`src/rtl/rdt_pkg.sv`:
```
package rdt_pkg;
  // Register offsets on the byte port; the read mux decodes these.
  typedef enum logic [1:0] {
    OFS_BASE  = 2'd0,
    OFS_COUNT = 2'd1,
    OFS_CTRL  = 2'd2,
    OFS_NONE  = 2'd3
  } reg_ofs_e;

  // Bit position of load-enable inside the control register.
  localparam int unsigned CTRL_LDE_BIT = 0;
endpackage

```
`src/rtl/rdt_regs.sv`:
```
module rdt_regs
  import rdt_pkg::*;
#(
  parameter int unsigned W = 8
) (
  input  logic         clk,
  input  logic         rst_n,
  input  logic         wen,
  input  logic [1:0]   addr,
  input  logic [W-1:0] wdata,
  output logic [W-1:0] base_q,
  output logic         lde_q
);
  logic base_sel;
  logic ctrl_sel;

  assign base_sel = wen && (reg_ofs_e'(addr) == OFS_BASE);
  assign ctrl_sel = wen && (reg_ofs_e'(addr) == OFS_CTRL);

  always_ff @(posedge clk or negedge rst_n) begin
    if (!rst_n) begin
      base_q <= '0;
    end else if (base_sel) begin
      base_q <= wdata;
    end
  end

  always_ff @(posedge clk or negedge rst_n) begin
    if (!rst_n) begin
      lde_q <= 1'b0;
    end else if (ctrl_sel) begin
      lde_q <= wdata[CTRL_LDE_BIT];
    end
  end
endmodule

```
`src/rtl/rdt_counter.sv`:
```
module rdt_counter #(
  parameter int unsigned W = 8
) (
  input  logic         clk,
  input  logic         rst_n,
  input  logic         tick,
  input  logic         lde,
  input  logic [W-1:0] base,
  output logic [W-1:0] count_q,
  output logic         irq_q,
  output logic         uf_evt,
  output logic         ld_evt
);
  localparam logic [W-1:0] ZERO = '0;
  localparam logic [W-1:0] ONE  = W'(1);

  // True when a pulse finds the count exhausted.
  function automatic logic is_underflow(input logic t, input logic l,
                                        input logic [W-1:0] c);
    return t && !l && (c == ZERO);
  endfunction

  // Next count value given the pulse, load-enable and base.
  function automatic logic [W-1:0] next_count(input logic t, input logic l,
                                               input logic [W-1:0] c,
                                               input logic [W-1:0] b);
    if (l) return b;
    if (!t) return c;
    if (c == ZERO) return b;
    return c - ONE;
  endfunction

  logic [W-1:0] count_d;

  assign uf_evt  = is_underflow(tick, lde, count_q);
  assign ld_evt  = lde;
  assign count_d = next_count(tick, lde, count_q, base);

  always_ff @(posedge clk or negedge rst_n) begin
    if (!rst_n) begin
      count_q <= '0;
      irq_q   <= 1'b0;
    end else begin
      count_q <= count_d;
      irq_q   <= uf_evt;
    end
  end
endmodule

```
`src/rtl/rdt_rdmux.sv`:
```
module rdt_rdmux
  import rdt_pkg::*;
#(
  parameter int unsigned W = 8
) (
  input  logic [1:0]   addr,
  input  logic [W-1:0] base,
  input  logic [W-1:0] count,
  input  logic         lde,
  output logic [W-1:0] rdata
);
  logic [W-1:0] ctrl_word;

  always_comb begin
    ctrl_word = '0;
    ctrl_word[CTRL_LDE_BIT] = lde;
  end

  always_comb begin
    unique case (reg_ofs_e'(addr))
      OFS_BASE:  rdata = base;
      OFS_COUNT: rdata = count;
      OFS_CTRL:  rdata = ctrl_word;
      default:   rdata = '0;
    endcase
  end
endmodule

```
`src/rtl/rdt_timer.sv`:
```
module rdt_timer #(
  parameter int unsigned W = 8
) (
  input  logic         clk,
  input  logic         rst_n,
  input  logic         reg_wen,
  input  logic [1:0]   reg_addr,
  input  logic [W-1:0] reg_wdata,
  output logic [W-1:0] reg_rdata,
  input  logic         cnt_tick,
  output logic         irq_out
);
  logic [W-1:0] base_w;
  logic         lde_w;
  logic [W-1:0] count_w;
  logic         uf_w;
  logic         ld_w;

  rdt_regs #(.W(W)) u_regs (
    .clk    (clk),
    .rst_n  (rst_n),
    .wen    (reg_wen),
    .addr   (reg_addr),
    .wdata  (reg_wdata),
    .base_q (base_w),
    .lde_q  (lde_w)
  );

  rdt_counter #(.W(W)) u_cnt (
    .clk     (clk),
    .rst_n   (rst_n),
    .tick    (cnt_tick),
    .lde     (lde_w),
    .base    (base_w),
    .count_q (count_w),
    .irq_q   (irq_out),
    .uf_evt  (uf_w),
    .ld_evt  (ld_w)
  );

  rdt_rdmux #(.W(W)) u_mux (
    .addr  (reg_addr),
    .base  (base_w),
    .count (count_w),
    .lde   (lde_w),
    .rdata (reg_rdata)
  );
endmodule

```
`config.mk`:
```
export PLATFORM = sky130hd
export DESIGN_NAME = rdt_timer
export DESIGN_NICKNAME = d
export VERILOG_FILES = /design/src/rtl/rdt_pkg.sv /design/src/rtl/rdt_regs.sv /design/src/rtl/rdt_counter.sv /design/src/rtl/rdt_rdmux.sv /design/src/rtl/rdt_timer.sv
export SDC_FILE = /design/constraint.sdc
export NUM_CORES = 1
export LEC_CHECK = 0
export CORE_MARGIN = 3
export CORE_UTILIZATION = 35
export CTS_CLUSTER_SIZE = 28
export DETAILED_ROUTE_END_ITERATION = 10
export SETUP_SLACK_MARGIN = 0.1
export SLEW_MARGIN = 0
export SYNTH_ARGS = -nofsm -noshare
export SYNTH_HDL_FRONTEND = slang
export SYNTH_SLANG_ARGS = --single-unit
```
`constraint.sdc`:
```
create_clock -name clk -period 1.58 [get_ports clk]
set_input_delay 0.474 -clock clk [delete_from_list [all_inputs] [get_ports clk]]
set_output_delay 0.474 -clock clk [all_outputs]
set_load 0.01 [all_outputs]
```
## Word level (Yosys, flattened, before mapping)

Index checks and enable logic that the tools add are counted.

- Add/subtract/negate cells: 1
- Equal/unequal tests: 2
- Multiplexer cells: 13
- Reductions and logical operators: 7

Operators with widths:

| operator | count |
|---|---|
| 8-bit 2-to-1 mux | 6 |
| 8-bit case mux with 3 select lines | 1 |
| 8-bit logical NOT | 1 |
| 8-bit by 1-bit subtractor with 8-bit output, second input constant | 1 |
| 1-bit 2-to-1 mux | 6 |
| 1-bit logical AND | 4 |
| 2-bit by 1-bit equality test with 1-bit output, second input constant | 1 |
| 2-bit equality test, second input constant | 1 |
| 2-bit logical NOT | 1 |
| 1-bit logical NOT | 1 |

- Bits in registers: 18
- Input bits: 14
- Output and inout port bits: 9
- Logic and storage cells: 27

## Logic depth before layout (Yosys ltp)

Gate-level depths: netlist (run 1).

- Depth in word-level cells: 7
- Depth in mapped cells: 5
- Mapped depth without buffers: 5

## Hierarchy

Synthesis (run 1) repeated with hierarchy kept, for this count alone.

- Cell total of the unflattened synthesis: 101
- Area total of the unflattened synthesis: 1,064.8 µm²

Modules (own cells, without submodules):

| module | times used | cells an instance | area an instance (µm²) | seq. area each (µm²) |
|---|---|---|---|---|
| rdt_counter | 1 | 62 | 576.8 | 225.2 |
| rdt_regs | 1 | 20 | 352.8 | 225.2 |
| rdt_rdmux | 1 | 19 | 135.1 | 0.0 |

## Worst setup path after synthesis (run 1)

No wires, ideal clock.

- Kind: flip-flop to flip-flop
- Start point: register u_cnt.count_q[0]
- End point: register u_cnt.count_q[5]
- Library setup time: 0.126 ns
- Data arrival time: 1.586 ns
- Required time: 1.454 ns
- Slack: -0.133 ns
- Stages on the path, launching flop included: 6
- Buffers on the path: 0
- Clock period less this slack: 1.713 ns
- Cells stage by stage: dfrtp_1 > inv_1 > ha_1 > or3b_4 > and3_1 > a221o_1

- Cells in the longest elaborated chain, start to end: 7
- Elaborated cells between the ends (all ways): 9
- Those cells by class: add/sub (1); mux (7); reduce/logical (1)

Ends and longest elaborated chain:

| element | line | RTL |
|---|---|---|
| from (decl) | rdt_counter.sv:9 | `output logic [W-1:0] count_q,` |
| from (signal assigned) | rdt_counter.sv:44 | `count_q <= count_d;` |
| branches (longest 4 deep; another with 8-bit by 1-bit subtractor with 8-bit output) | n/a |  |
| 8-bit 2-to-1 mux * | rdt_counter.sv:30 | `return c - ONE;` |
| 8-bit 2-to-1 mux * | rdt_counter.sv:29 | `if (c == ZERO) return b;` |
| 8-bit 2-to-1 mux * | rdt_counter.sv:28 | `if (!t) return c;` |

Mark *: on every way between the ends. The select of a mux whose other input is x is not followed.
A chain may end at the register's enable or synchronous reset.

## Worst setup path in the final report (run 1)

- Start point: register u_cnt.count_q[0]
- End point: register u_cnt.count_q[2]

Same word-level chain as after synthesis.

==> impl_results.md, run 1 <==
* Status: finished with violations
* Failing checks: negative setup slack
* GP Congestion at 0.854
* Internal power at 1.64 mW
* Buffer and inverter count on the worst path at 1
* Setup WS post-layout at -0.0424 ns
* Dpl hpwl at 2.34 mm
* CP endpoint kind: flip-flop
* Crit path max-delay family: compound AO/OA/AOI/OAI gates
* P_leak at 0.854 nW
* Total GRT Usage at 17.6%
* Cell Pwr Density at 1430 nW/µm²
* Die area at 3940 µm²
* Initial antenna violation count at 0
* Worst-skew pair later-pin latency at 0.31 ns
* Die Span Y at 62.8 µm
* RSZ-0062 raised after global routing: true
* Psw at 1.05 mW
* Met2 Track Usage GR at 29.4%
* Critical path's largest stage delay at 0.42 ns
* Worst setup endpoint: u_cnt.count_q[2]
* Post-synth top area share at 39.9%
* Switching share of total power at 39.1%
* Worst IR Drop VDD at 0.848 mV
* Max Cap Viol at 0
* Layout cell share with drive strength beyond 1 at 49.7%
* First-pass GRT wire length at 5.55 mm
* Crit start category: flip-flop
* Util after Layout at 64.5%
* Number of global-route vias before repair at 1170
* Syn_nets at 123
* DRC violations left at 0
* Min-Delay Path Class: in -> async
* Reg area at 450 µm²
* Vias/cell at 5.27
* Drt pass-1 iters at 4
* Largest net degree at the start of global routing at 21
* Overall power at 2.69 mW
* Grt total ovfl at 0
* CTS Sinks at 18
* CP Max Fanout at 4
* Area delta synth->final at 65.9%
* CTS Hold Buffers Added at 0
* Async S/R FF share, synth at 100%
* Post-synth cell types at 37
* Clock transition at path regs at 0.12 ns
* Routed WL at 3.41 mm
* Post-Synthesis Cells at 107
* WP depth at 5
* Final min period at 1.62 ns
* FF-to-FF path depth at 5
* Grt peak-use layer: met2
* Required @ worst endpoint at 1.84 ns
* RR Endpoint: u_cnt.count_q[2]
* Crit. Startpoint: u_cnt.count_q[0]
* FF-to-FF setup slack at -0.04 ns
* Reg-to-Reg Start: u_cnt.count_q[0]
* Max-slew violation count at 0
* Core area at 2900 µm²
* Total number of vias at 1123
* Worst path slowest cell: dfrtp_1
* Initial drt markers at 41
* Syn Area/Cell at 10.5 µm²
* GR Util met3 at 4.32%
* Leading area contributor after synthesis: dfrtp_1
* Comb power frac at 62.3%
* Htree depth at 1
* Power share of the clock group at 11.4%
* Post-synthesis cell area at 1130 µm²
* Clk root buf: clkbuf_4
* Routing usage on met1 at 22.6%
* Commonest register cell after synthesis: dfrtp_1
* Port Buffers at 22
* Setup CP Type: reg -> reg
* Post-synthesis sequential area ratio at 39.9%
* Clk buf depth at 2
* Critical path cell sequence: inv_2 > ha_4 > or3b_4 > o31ai_4 > a221o_1
* Die X at 62.8 µm
* Seq pwr share at 26.4%
* EDFF count, synth at 0
* Final #Nets at 188
* Post-route clock period utilization at 103%
* Endpoints failing hold at 0
* TritonCTS Buffers at 3
* Site row count at 19
* ANT nets after route at 0
* Fillers at 255
* Worst-Margin Slew at 0.333 ns
* Crit path DAT at 1.88 ns
* Ports at 23
* Starting Density at 38.9%
* YS warnings at 0
* Clk_skew at 0.0120 ns
* Seq cells post-synth at 18
* Multi-input logic area at 732 µm²
* Worst slew margin at 77.8%
* Ant diodes at 0
* Number of instances in the placed design at 198
* CTS tree: done
* Final Non-Filler Cells at 213
* DR WL/cell at 16.0 µm
* # setup viols final at 8
* F_max at 616 MHz
* Area contributors post-synth: dfrtp_1 (40%), mux2_2 (9.0%), mux2i_1 (8.0%), nor2_1 (3.3%), a221o_1 (2.7%)
==> synth_stat cells (all sizes together), types with 2 or more instances <==
library cell / n
buf: 3
nor3: 5
nor2b: 2
dfrtp: 18
nor3b: 3
ha: 2
nand3b: 3
inv: 6
mux2i: 9
clkbuf: 2
mux2: 9
o31ai: 2
o311a: 2
and3: 2
nand2: 2
a21oi: 4
a2111oi: 2
a311o: 2
a221o: 3
nor4: 2
o21bai: 2
nor2: 10
==> worst min-delay path by stage <==
stage / from / end / depth (start not counted)
3_3_place_gp: u_regs.base_q[7] / u_regs.base_q[7] / 1
4_1_cts: rst_n / u_cnt.irq_q / 2
2_1_floorplan: rst_n / u_cnt.count_q[0] / 0
6_report: rst_n / u_cnt.count_q[6] / 2
3_5_place_dp: u_regs.base_q[7] / u_regs.base_q[7] / 1
5_1_grt: rst_n / u_cnt.count_q[4] / 2
==> cells in the final DEF, fill, tap and decap left out, types with 2 or more instances in the layout <==
cell | netlist | layout
a2111oi_1 | 0 | 2
a21oi_1 | 4 | 3
a221o_1 | 3 | 3
a311o_1 | 2 | 2
buf_12 | 0 | 2
buf_2 | 3 | 9
buf_4 | 0 | 33
buf_6 | 0 | 7
clkbuf_4 | 0 | 3
clkdlybuf4s50_1 | 0 | 9
dfrtp_1 | 18 | 18
dlymetal6s2s_1 | 0 | 2
inv_1 | 6 | 4
inv_2 | 0 | 2
mux2_2 | 9 | 9
mux2i_1 | 9 | 9
nand3b_1 | 3 | 3
nor2_1 | 10 | 10
nor2b_1 | 2 | 2
nor3_1 | 4 | 3
nor3_4 | 0 | 2
nor3b_4 | 0 | 2
o21bai_1 | 2 | 2
o311a_1 | 2 | 2
==> cells by family (layout without fill, tap and decap cells) <==
family,Yosys count,count (layout),share of synthesized area (%)
simple gates,35,35,19.3
flops,18,18,39.9
buf+inv,11,75,3.99
fa+ha+maj,2,2,2.22
mux,18,18,17.0
compound gates,23,23,17.6
==> metal layers <==
metal / up-vias / part of all wire, %
met5: - / 0
li1: 538 / -
met4: 0 / 1.8
met2: 35 / 50
met1: 542 / 43
met3: 8 / 5.3
==> metrics by stage <==
stage	setup slack (ns)	hold slack [ns]	area (µm²)	setup TNS (ns)
6_report	-0.0424	0.476	1870	-0.221
3_3_place_gp	-0.758	0.526	1660	-10.63
5_1_grt	-0.110	0.497	1870	-0.833
4_1_cts	-0.0424	0.479	1800	-0.175
3_5_place_dp	-0.782	0.523	1660	-10.73
2_1_floorplan	-0.0187	0.178	1150	-0.0187
==> what timing repair did <==
action                     in CTS  in global routing
gates resized for setup        57                 14
setup endpoints to repair      25                 23
cloned                          1                  0
pin swaps                       8                  9
setup buffers                   8                  3
==> state kept, by name, summed over array words and instances (netlist names) <==
register	cells
u_cnt.count_q	8
u_regs.lde_q	1
u_regs.base_q	8
u_cnt.irq_q	1
==> power by group through the flow <==
stage                     Sequential [mW]  Clock (mW)  Combinational, mW
final                               0.708       0.306               1.67
after global placement              0.734           0               1.28
after global routing                0.726       0.332               1.80
after floorplan                     0.763           0              0.656
after CTS                           0.704       0.317               1.52
after detailed placement            0.737           0               1.31
==> worst register-to-register path: cells and delay by family, from the launching register on <==
kind            cells  cell delay [ns]
flops               1             0.42
compound gates      2             0.52
fa+ha+maj           1             0.14
buf+inv             1             0.08
simple gates        1             0.41
==> layout make-up <==
| type | count | share of cell area (%) |
|---|---|---|
| Tap cell | 42 | 2.81 |
| Sequential cell | 18 | 24.1 |
| Clock buffer | 4 | 1.94 |
| Multi-Input combinational cell | 78 | 39.1 |
| Inverter | 6 | 1.20 |
| Timing Repair Buffer | 65 | 30.9 |
Note: power is estimated with default switching activity, not from simulation.
==> run 2: changes to the inputs <==
--- a/config.mk
+++ b/config.mk
@@ -5,10 +5,11 @@
 export SDC_FILE = /design/constraint.sdc
 export NUM_CORES = 1
 export LEC_CHECK = 0
-export CORE_MARGIN = 3
-export CORE_UTILIZATION = 35
+export ABC_AREA = 1
+export CORE_UTILIZATION = 44
 export CTS_CLUSTER_SIZE = 28
 export DETAILED_ROUTE_END_ITERATION = 10
+export PLACE_DENSITY = 0.74
 export SETUP_SLACK_MARGIN = 0.1
 export SLEW_MARGIN = 0
 export SYNTH_ARGS = -nofsm -noshare
==> impl_results.md, run 2 <==
* Status: finished with violations
* Failing checks: negative setup slack
* Reg area at 450 µm²
* Initial antenna violation count at 0
* Worst-Margin Slew at 0.379 ns
* Syn_nets at 162
* Leading area contributor after synthesis: dfrtp_1
* ANT nets after route at 0
* Worst-skew pair later-pin latency at 0.30 ns
* Async S/R FF share, synth at 100%
* GP Congestion at 0.887
* Final instance area at 1740 µm²
* Setup WS post-layout at -0.0447 ns
* Routed WL at 3.30 mm
* Critical path's largest stage delay at 0.17 ns
* TritonCTS Buffers at 3
* Cell Pwr Density at 1390 nW/µm²
* CTS Sinks at 18
* CP Max Fanout at 8
* Switching share of total power at 42.6%
* Count leader, synth: nand2_1
* RSZ-0062 raised after global routing: true
* Clk buf depth at 2
* Crit path DAT at 1.15 ns
* Worst slew margin at 74.6%
* # setup viols final at 7
* Synth Area in Simple Gates at 33.3%
* EDFF count, synth at 0
* Area contributors post-synth: dfrtp_1 (42%), nand2_1 (15%), inv_1 (8.1%), nand3_1 (6.6%), nor2_1 (4.6%)
* Core area at 2250 µm²
* Clk_skew at 0.00523 ns
* Final #Nets at 221
* DR WL/cell at 14.2 µm
* Largest net degree at the start of global routing at 19
* FF-to-FF setup slack at 0.10 ns
* Post-Synthesis Cells at 146
* Final min period at 1.62 ns
* Post-synthesis cell area at 1060 µm²
* Drt pass-1 iters at 7
* Crit path max-delay family: buffers and inverters
* Max-slew violation count at 0
* First-pass GRT wire length at 5.10 mm
* Post-synthesis sequential area ratio at 42.3%
* Die X at 51.2 µm
* Post-synth cell types at 18
* Setup CP Type: in -> out
* Clock transition at path regs at 0.12 ns
* Syn Area/Cell at 7.29 µm²
* Xor/xnor share of the synthesized area at 0%
* DRC violations left at 0
* Psw at 1.03 mW
* Number of global-route vias before repair at 1090
* Dpl cell area at 1560 µm²
* Max Cap Viol at 0
* Required @ worst endpoint at 1.11 ns
* Worst IR Drop VDD at 0.806 mV
* Critical path cell sequence: buf_6 > nor2_4 > inv_6 > o22ai_2 > buf_2
* Buffer and inverter count on the worst path at 3
* Post-route clock period utilization at 103%
* Seq cells post-synth at 18
* Endpoints failing hold at 0
* Seq pwr share at 27.2%
* Vias/cell at 5.22
* Min-Delay Path Class: in -> async
* YS warnings at 0
* P_leak at 0.896 nW
* Mux contribution to synthesized area at 0%
* Grt total ovfl at 0
* Ports at 23
* Die area at 2620 µm²
* Compound-Gate Fraction of Synth Area at 13.5%
* Crit start category: primary input
* Clk root buf: clkbuf_4
* Ant diodes at 0
* Overall power at 2.41 mW
* Internal power at 1.38 mW
* Leading cell types in the layout, fill and taps excluded: nand2_1 (39), buf_4 (30), inv_1 (18), dfrtp_1 (18)
* Commonest non-fill, non-tap cell in the layout: nand2_1
* Multi-input logic area at 682 µm²
* Layout cell share with drive strength beyond 1 at 41.2%
* Htree depth at 1
* F_max at 615 MHz
* Top post-synthesis cells by count: nand2_1 (43), inv_1 (23), dfrtp_1 (18), nand3_1 (14), nor2_1 (13)
* Die Span Y at 51.2 µm
* CP endpoint kind: output port
* Site row count at 17
* Post-synth top area share at 42.3%
* Largest regs: u_cnt.count_q (8), u_regs.base_q (8)
* Total number of vias at 1211
* Port Buffers at 22
* Initial drt markers at 38
* Fillers at 159
* Comb power frac at 60.2%
* Adder-Cell Fraction of Synth Area at 2.35%
* Starting Density at 47.2%
* Area delta synth->final at 63.3%
* CTS tree: done
* Total GRT Usage at 27.0%
* Largest family of logic cells by synthesized area: simple AND/OR/NAND/NOR gates
* Commonest register cell after synthesis: dfrtp_1
* Power share of the clock group at 12.6%
* Dpl hpwl at 2.14 mm
* Worst path slowest cell: nor2_4
## run 2: changes by cell type after synthesis, sizes merged, moves of 8 or more
cell   change
nor2       +8
inv       +17
mux2i      -9
mux2       -9
nand3     +13
nand2     +42
## run 2: per-stage QoR
stage	TNS, ns	hold slack, ns	util [%]	instances	setup WS, ns
floorplan	0	0.178	-	146	0.133
global placement	-7.11	0.474	69.2	226	-0.851
detailed placement	-7.86	0.519	69.2	226	-0.922
CTS	-0.0154	0.496	73.3	232	-0.00948
global route	-0.349	0.500	77.1	232	-0.0680
finish	-0.133	0.480	77.1	232	-0.0447
## run 2: cell type report
type | count | share of cell area, %
well taps | 28 | 2.01
flip-flops and latches | 18 | 25.9
clock buffers | 4 | 2.09
multi-input cells | 105 | 39.2
inverters | 23 | 5.40
repair buffers | 54 | 25.4
## run 2: path summary, 6_finish.rpt
path / from / end / depth (start not counted)
setup / recovery: reg_addr[0] / reg_rdata[5] / 5
hold / removal: rst_n / u_cnt.count_q[7] / 2
hold reg to reg: u_regs.base_q[0] / u_regs.base_q[0] / 2
setup reg to reg: u_cnt.count_q[1] / u_cnt.count_q[3] / 9
max in group asynchronous: rst_n / u_cnt.count_q[3] / 2
min in group clk: u_regs.base_q[0] / u_regs.base_q[0] / 2
## run 2: kinds of logic (layout without fill, tap and decap cells)
| family | count (synthesis) | in the layout |
|---|---|---|
| simple gates | 78 | 78 |
| compound gates | 24 | 25 |
| buf+inv | 24 | 81 |
| flops | 18 | 18 |
| fa+ha+maj | 2 | 2 |
## run 2: timing repair
item / 4_1_cts / 5_1_grt
cloned: 1 / 0
endpoints found under the setup margin: 13 / 16
buffers inserted: 1 / 0
resized for setup: 66 / 21
pin swaps: 10 / 19
hold buffers: 0 / 0
## run 2: power by group through the flow
stage / combinational (mW) / sequential [mW] / clock [mW]
after CTS: 1.24 / 0.655 / 0.298
after detailed placement: 1.19 / 0.664 / 0
after global routing: 1.57 / 0.669 / 0.320
after floorplan: 0.545 / 0.714 / 0
final: 1.45 / 0.657 / 0.303
after global placement: 1.15 / 0.655 / 0
## run 2: per-layer routing
layer / part of all wire [%] / track usage (%) / vias to the layer above / wire (µm)
met5: 0 / 0 / - / 0
met4: 2.6 / 9.72 / 0 / 85
met3: 5.0 / 4.17 / 13 / 166
met2: 49 / 43.4 / 48 / 1620
met1: 43 / 36.5 / 562 / 1430
li1: - / - / 588 / -
==> run 3: changes to the inputs <==
--- a/config.mk
+++ b/config.mk
@@ -6,10 +6,11 @@
 export NUM_CORES = 1
 export LEC_CHECK = 0
 export ABC_AREA = 1
-export CORE_UTILIZATION = 44
+export CORE_UTILIZATION = 49
 export CTS_CLUSTER_SIZE = 28
 export DETAILED_ROUTE_END_ITERATION = 10
-export PLACE_DENSITY = 0.74
+export GPL_ROUTABILITY_DRIVEN = 1
+export PLACE_DENSITY = 0.78
 export SETUP_SLACK_MARGIN = 0.1
 export SLEW_MARGIN = 0
 export SYNTH_ARGS = -nofsm -noshare
==> constraint.sdc (replaced) <==
create_clock -name clk -period 1.7 [get_ports clk]
set_input_delay 0.51 -clock clk [delete_from_list [all_inputs] [get_ports clk]]
set_output_delay 0.51 -clock clk [all_outputs]
set_load 0.01 [all_outputs]
==> impl_results.md, run 3 (synthesis gave the netlist of run 2 again) <==
* Status: finished clean
* CP Max Fanout at 8
* Comb power frac at 56.2%
* Required @ worst endpoint at 1.19 ns
* Setup WS post-layout at 0.0146 ns
* Setup TNS at 0 ns
* RSZ-0062 raised after global routing: true
* Largest regs: u_cnt.count_q (8), u_regs.base_q (8)
* Clock transition at path regs at 0.10 ns
* Commonest non-fill, non-tap cell in the layout: nand2_1
* First-pass GRT wire length at 5.74 mm
* Cell Pwr Density at 1290 nW/µm²
* ANT nets after route at 0
* Crit path max-delay family: buffers and inverters
* Min-Delay Path Class: reg -> reg
* CTS Sinks at 18
* Die X at 48.6 µm
* P_leak at 0.819 nW
* CP endpoint kind: output port
* Internal power at 1.16 mW
* Initial drt markers at 82
* DR WL/cell at 15.7 µm
* Worst IR Drop VDD at 1.01 mV
* Crit. Startpoint: reg_addr[0]
* Clk_skew at 0.00520 ns
* Core area at 2000 µm²
* Post-route clock period utilization at 99.1%
* Crit start category: primary input
* Die Span Y at 48.6 µm
* Endpoints failing hold at 0
* Site row count at 16
* F_max at 593 MHz
* # setup viols final at 0
* Switching share of total power at 42.3%
* Util after Layout at 78.1%
* Largest net degree at the start of global routing at 19
* Clk buf depth at 2
* Crit path DAT at 1.18 ns
* Ports at 23
* Drt pass-1 iters at 6
* Worst-skew pair later-pin latency at 0.30 ns
* Power share of the clock group at 13.4%
* Max-slew violation count at 0
* Clk root buf: clkbuf_4
* Reg-to-Reg Start: u_cnt.count_q[0]
* Dpl hpwl at 2.27 mm
* Ant diodes at 0
* Total GRT Usage at 31.6%
* Routed WL at 3.51 mm
* Starting Density at 53.2%
* CTS tree: done
* Total number of vias at 1241
* Worst-Margin Slew at 0.355 ns
* Pre-CTS setup slack at -0.873 ns
* Vias/cell at 5.57
* Die area at 2360 µm²
* Critical path's largest stage delay at 0.18 ns
* Worst path slowest cell: o221ai_2
* Leading cell types in the layout, fill and taps excluded: nand2_1 (41), buf_4 (25), inv_1 (20)
* Port Buffers at 22
* CTS Hold Buffers Added at 0
* Layout cell share with drive strength beyond 1 at 31.1%
* Initial antenna violation count at 0
* Final Non-Filler Cells at 223
* Final min period at 1.69 ns
* Buffer and inverter count on the worst path at 3
* Worst slew margin at 76.2%
* Htree depth at 1
* Area delta synth->final at 46.9%
* Number of instances in the placed design at 217
* Seq pwr share at 30.4%
* HP Start: u_regs.base_q[0]
* Final #Nets at 213
* DRC violations left at 0
* Max Cap Viol at 0
* GP Congestion at 0.878
* Fillers at 145
* Critical path cell sequence: buf_4 > nor2_4 > inv_4 > o221ai_2 > buf_2
* Psw at 0.851 mW
* Grt total ovfl at 0
* Number of global-route vias before repair at 1269
* TritonCTS Buffers at 3
* Setup CP Type: in -> out
[run 3: cell types whose count changed in the layout (fill, tap and decap cells not counted), sizes merged]
cell,delta
buf,-8
[run 3: per-layer routing]
metal / GRT usage (%) / vias to the layer above / routed length, µm
met5: 0 / - / 0
met4: 12.3 / 0 / 91
met3: 3.77 / 13 / 266
met2: 58.1 / 75 / 1820
met1: 37.1 / 580 / 1330
li1: - / 573 / -
[run 3: final cells by class]
class | count | area (µm²) | area share (%)
Multi-Input combinational cell | 105 | 591 | 37.8
Tap cell | 27 | 33.8 | 2.16
Inverter | 23 | 91.3 | 5.84
Clock buffer | 4 | 36.3 | 2.32
Sequential cell | 18 | 450 | 28.8
Timing Repair Buffer | 46 | 362 | 23.1
[run 3: power groups by stage]
stage	Clock [mW]	Combinational, mW	Sequential [mW]
3_5_place_dp	0	1.04	0.617
6_report	0.269	1.13	0.612
5_1_grt	0.294	1.23	0.626
3_3_place_gp	0	1.00	0.611
4_1_cts	0.275	1.04	0.608
2_1_floorplan	0	0.507	0.664
[run 3: final timing paths]
path                               endpoint  slack (ns)  depth (start not counted)
min                        u_regs.base_q[0]        0.51                          2
min reg2reg                u_regs.base_q[0]        0.51                          2
max reg2reg                u_cnt.count_q[0]        0.09                          9
max in group asynchronous  u_regs.base_q[2]        0.96                          2
max                            reg_rdata[0]        0.01                          5
min in group asynchronous  u_cnt.count_q[6]        0.54                          2
[run 3: stage by stage]
step | cell area (µm²) | hold slack (ns) | power, mW
floorplan | 1060 | 0.214 | 1.17
global placement | 1490 | 0.473 | 1.61
detailed placement | 1490 | 0.485 | 1.66
CTS | 1530 | 0.510 | 1.92
global route | 1560 | 0.546 | 2.15
finish | 1560 | 0.507 | 2.01
[run 3: what timing repair did]
item                       CTS  global route
setup endpoints to repair    9            16
setup buffers                1             0
pin swaps                    5             5
cloned                       0             1
gates resized for setup     57             7
[run 3: worst register-to-register path: stages, from the launching register on]
cell and delay, ns:
dfrtp_1 0.38, inv_1 0.08, buf_4 0.14, ha_1 0.20, nand2_2 0.13, nor2_2 0.08
nor2_4 0.24, nand2_1 0.10, nand3_1 0.09, nand2_1 0.06
